File: config.mk
export PLATFORM = sky130hd
export DESIGN_NAME = burst_addr_gen
export DESIGN_NICKNAME = d
export VERILOG_FILES = /design/src/rtl/burst_addr_gen.sv
export SDC_FILE = /design/constraint.sdc
export NUM_CORES = 1
export LEC_CHECK = 0
export BUFFER_PORTS_ARGS = -buffer_cell sky130_fd_sc_hd__buf_2
export CAP_MARGIN = 20
export CORE_MARGIN = 2
export CORE_UTILIZATION = 35
export CTS_CLUSTER_DIAMETER = 40
export DETAILED_ROUTE_END_ITERATION = 10
export PLACE_DENSITY_LB_ADDON = 0.15
export SYNTH_ARGS = -nofsm -noshare
export SYNTH_HDL_FRONTEND = slang
export SYNTH_SLANG_ARGS = --single-unit
export TNS_END_PERCENT = 30
File: constraint.sdc
create_clock -name clk -period 1.7 [get_ports clk]
set_input_delay 0.255 -clock clk [delete_from_list [all_inputs] [get_ports clk]]
set_output_delay 0.255 -clock clk [all_outputs]
set_load 0.01 [all_outputs]
File: src/rtl/burst_addr_gen.sv
module burst_addr_gen #(
  parameter int AW = 20
) (
  input  logic          clk,
  input  logic          rst_n,
  input  logic          ld_cpu,
  input  logic          ld_ctl,
  input  logic          adv,
  input  logic          order_il,
  input  logic [AW-1:0] base_addr,
  output logic [AW-1:0] addr_out,
  output logic [1:0]    beat
);
  localparam int UW = AW - 2;

  logic [UW-1:0] hi_q;
  logic [1:0]    st_q;
  logic [1:0]    cnt_q;
  logic [1:0]    lo;
  logic          load;

  assign load = ld_cpu | ld_ctl;

  always_ff @(posedge clk) begin
    if (!rst_n) begin
      hi_q  <= '0;
      st_q  <= '0;
      cnt_q <= '0;
    end else if (load) begin
      hi_q  <= base_addr[AW-1:2];
      st_q  <= base_addr[1:0];
      cnt_q <= '0;
    end else if (adv) begin
      cnt_q <= cnt_q + 2'd1;
    end
  end

  assign lo       = order_il ? (st_q ^ cnt_q) : (st_q + cnt_q);
  assign addr_out = {hi_q, lo};
  assign beat     = cnt_q;

  // a capture takes effect at the next edge and clears the beat, even with adv high
  a_r2_load: assert property (@(posedge clk) disable iff (!rst_n)
    load |=> (addr_out == $past(base_addr)) && (beat == 2'd0));

  a_r3_load_beats_adv: assert property (@(posedge clk) disable iff (!rst_n)
    (load && adv) |=> beat == 2'd0);

  // upper bits are untouched between captures
  a_r4_upper_kept: assert property (@(posedge clk) disable iff (!rst_n)
    !load |=> addr_out[AW-1:2] == $past(addr_out[AW-1:2]));

  // advance moves the beat by one, modulo 4
  a_r5_step: assert property (@(posedge clk) disable iff (!rst_n)
    (!load && adv) |=> beat == $past(beat) + 2'd1);

  // idle cycles hold the address and the beat
  a_r6_hold: assert property (@(posedge clk) disable iff (!rst_n)
    (!load && !adv) |=> $stable(addr_out) && $stable(beat));

  // linear order, the low bits increment
  a_r7_linear: assert property (@(posedge clk) disable iff (!rst_n)
    (!order_il && !load && adv) |=> addr_out[1:0] == $past(addr_out[1:0]) + 2'd1);

  // interleaved order, the low bits flip exactly where the beat count flips
  a_r8_interleave: assert property (@(posedge clk) disable iff (!rst_n)
    (order_il && !load && adv) |=>
      (addr_out[1:0] ^ $past(addr_out[1:0])) == ($past(beat) ^ ($past(beat) + 2'd1)));

  // reset clears the outputs
  a_r1_reset: assert property (@(posedge clk)
    !rst_n |=> (addr_out == '0) && (beat == 2'd0));
endmodule

Word-level counts from Yosys, hierarchy flattened --
Cells that the tools add are included.
Storage, ports and cells: register bits 22, input port bits 26, output and inout port bits 22, logic and storage cells 10
Cells by class: add/sub/neg operators 2, multiplexer cells 1, bitwise operators 3, reduce and logical (&&, ||, !) cells 1
Operators with widths (count):
- $add A2 B1 Y2 const B | 1
- $add A2 B2 Y2 | 1
- $mux W2 | 1
- $reduce_or A2 Y1 | 1
- $xor A2 B2 Y2 | 1
- $not A1 Y1 | 1
- $or A1 B1 Y1 | 1

Depth between registers and ports, before layout --
depth after elaboration 2, gate-level depth with buffers 3, depth with buffers taken out 3

Worst setup path before layout --
Ideal clock, no wire load.
path kind register -> output, from reg cnt_q[0], in the netlist beat[0], to out addr_out[1], arrival time 0.913 ns, required time 1.445 ns, path slack 0.532 ns, stages on the path, launching flop included 4, cells stage by stage dfxtp_1 > ha_1 > nor2b_1 > xnor2_1
On the way: longest elaborated chain between the ends 2
RTL lines:
- start, declared | RTL line 18 | logic [1:0] cnt_q;
- start signal, assigned | RTL line 34 | cnt_q <= cnt_q + 2'd1;
- $add A2 B2 Y2 | RTL line 38 | assign lo = order_il ? (st_q ^ cnt_q) : (st_q + cnt_q);
- $mux W2 | RTL line 38
- end, declared | RTL line 11 | output logic [AW-1:0] addr_out,
Every way passes these cells.

Final worst setup path --
Ends and elaborated chain as after synthesis.

==> run metrics <==
crit end category=output port; cts bufs inserted=3; CP Class=reg2out; Post-DRT Antenna Nets=0; fraction of layout cells with a size suffix above 1=39.2%; ant diodes=0; r2r setup slk=710 ps; Final min period=1550 ps; Synth area leader=dfxtp_1; type of origin of the critical path=flop; Placed Instances=170; DR vias/cell=5.03; nets@finish=171; commonest non-fill, non-tap cell in the layout=buf_2; clock latency on the worst-skew pair=300 ps; Initial Utilization=36.6%; final hold vios=0; sequential share of the synthesized area=43.7%; Worst Path Arrival=approximately 1300 ps; IO Port Bufs=47; routed wire length=2100 µm; max_cap viols=0; CP delay by family, top=flip-flops; synthesized area=1010 µm²; Post-Layout Cell Count=~170; sum of negative setup slack=0 ps; detailed placement HPWL=1370 µm; r2r startpoint=st_q[0]; fin crit share=91.3%; WP buf/inv=1; Relative slew margins=64.6%; VDD IR max=0.385 mV; Routed WL per cell=12.1 µm; final worst slack=149 ps; syn nets=129; Die Area=~3300 µm²; Hold Crit Class=in2reg; H-Tree Depth=1; antenna violations before repair=0; CP required=1440 ps; Synth area leaders=dfxtp_1 (44%), or3b_1 (17%), a21boi_1 (15%), o21ai_0 (9.9%), clkbuf_1 (2.6%); placed inst area=1230 µm²; largest net degree at the start of global routing=42; crit-path cells=ha_1, nor2b_1, xnor2_1, buf_2; io pins=48; Syn Inst Count=just over 100; worst slack, placed=between 400 and 500 ps; Synth cell types=16; FMAX=0.645 GHz; area fraction of the dominant cell type after synthesis=43.7%; syn avg cell area=9.89 µm²; Tot GR Track Use=12.4%; post-layout total power=1.00 mW; Pwr Density=around 790 nW/µm²; hold_sp=base_addr[6]; CTS tree=built; core area=2760 µm²; # Post-CTS Setup Buffers=0; row count=19; final hold slack=199 ps; commonest non-fill, non-tap cells in the layout=buf_2 (47), dfxtp_1 (22), o21ai_0 (20), a21boi_1 (20), or3b_1 (19); final setup fails=0; Hold Buf Count CTS=0; Resize count post-CTS=0; synth warn=0; flops & latches, synth=22; gpl congestion=approximately 0.67; Finished Cell Area=1260 µm²; vias=875; max-slew violations=0; global-route wire length before repair=approximately 3200 µm; Finished Core Util=45.9%; outcome=finished, final reports clean; Die H=around 58 µm; DRC=0; grt ovf=0; Clock Skews=0.0195 ps; critical path launch point=beat[0]; CP max FO=5; Root Buffer=clkbuf_4; clk sinks=22; Layout area overhead=25.4%; clock buffer depth=2; 1st-pass router iterations=4; vias in the first global route=746; Worst-Margin Slew=roughly 530 ps; RSZ-0062 raised after global routing=false; slowest stage delay, CP=430 ps; Iter 0 DRT Violations=17; Die W=57.7 µm; leak pwr=0.548 nW; CTS clk-pin slew, worst paths=between 100 and 150 ps; critical path's slowest cell=dfxtp_1
## cell usage after synthesis
master	number
or3b_2	1
ha_1	1
a21boi_1	20
buf_2	1
dfxtp_1	22
a21bo_2	1
o21ai_0	20
nor2_2	1
or3b_4	1
xnor2_1	3
buf_6	2
clkbuf_1	7
or3b_1	19
nand3b_1	1
a21oi_2	1
nor2b_1	1
## registers in the layout, indices dropped and copies added (netlist names)
register and cells:
beat 2, st_q 2, hi_q 18
## final timing paths
kind / endpoint / cells after the start
hold / removal: hi_q[4] / 3
setup reg to reg: st_q[0] / 2
setup / recovery: addr_out[1] / 4
hold reg to reg: hi_q[3] / 2
## cell type report
cell class,count,area [µm²]
multi-input cells,70,514
flip-flops and latches,22,440
repair buffers,47,235
fillers,275,1490
clock buffers,4,36.3
well taps,31,38.8
## worst reg2reg max path, stage by stage (launching register included)
cell,delay (ps)
dfxtp_1,370
or3b_2,440
a21boi_1,130
## power by group
part           leakage (nW)  internal, mW  switching, mW  total, mW
Combinational         0.344        0.0776         0.0787      0.156
Clock                0.0210         0.131          0.156      0.286
Sequential            0.182         0.546         0.0137      0.559
Total                 0.548         0.754          0.248       1.00
## metal layers
layer | share of wire (%) | global-route usage [%]
met4 | 0.76 | 5.98
met2 | 43 | 19.2
met3 | 8.2 | 2.68
met5 | 0 | 0
met1 | 48 | 16.5
## logic make-up after synthesis
| logic type | Yosys count | share of synthesized area [%] |
|---|---|---|
| flip-flops | 22 | 43.7 |
| XOR/XNOR | 3 | 2.61 |
| adder cells (fa/ha/maj) | 1 | 1.24 |
| AO/OA/AOI/OAI | 42 | 26.7 |
| AND/OR/NAND/NOR | 24 | 20.5 |
| buffers and inverters | 10 | 5.33 |
Note: power is estimated with default switching activity, not from simulation.
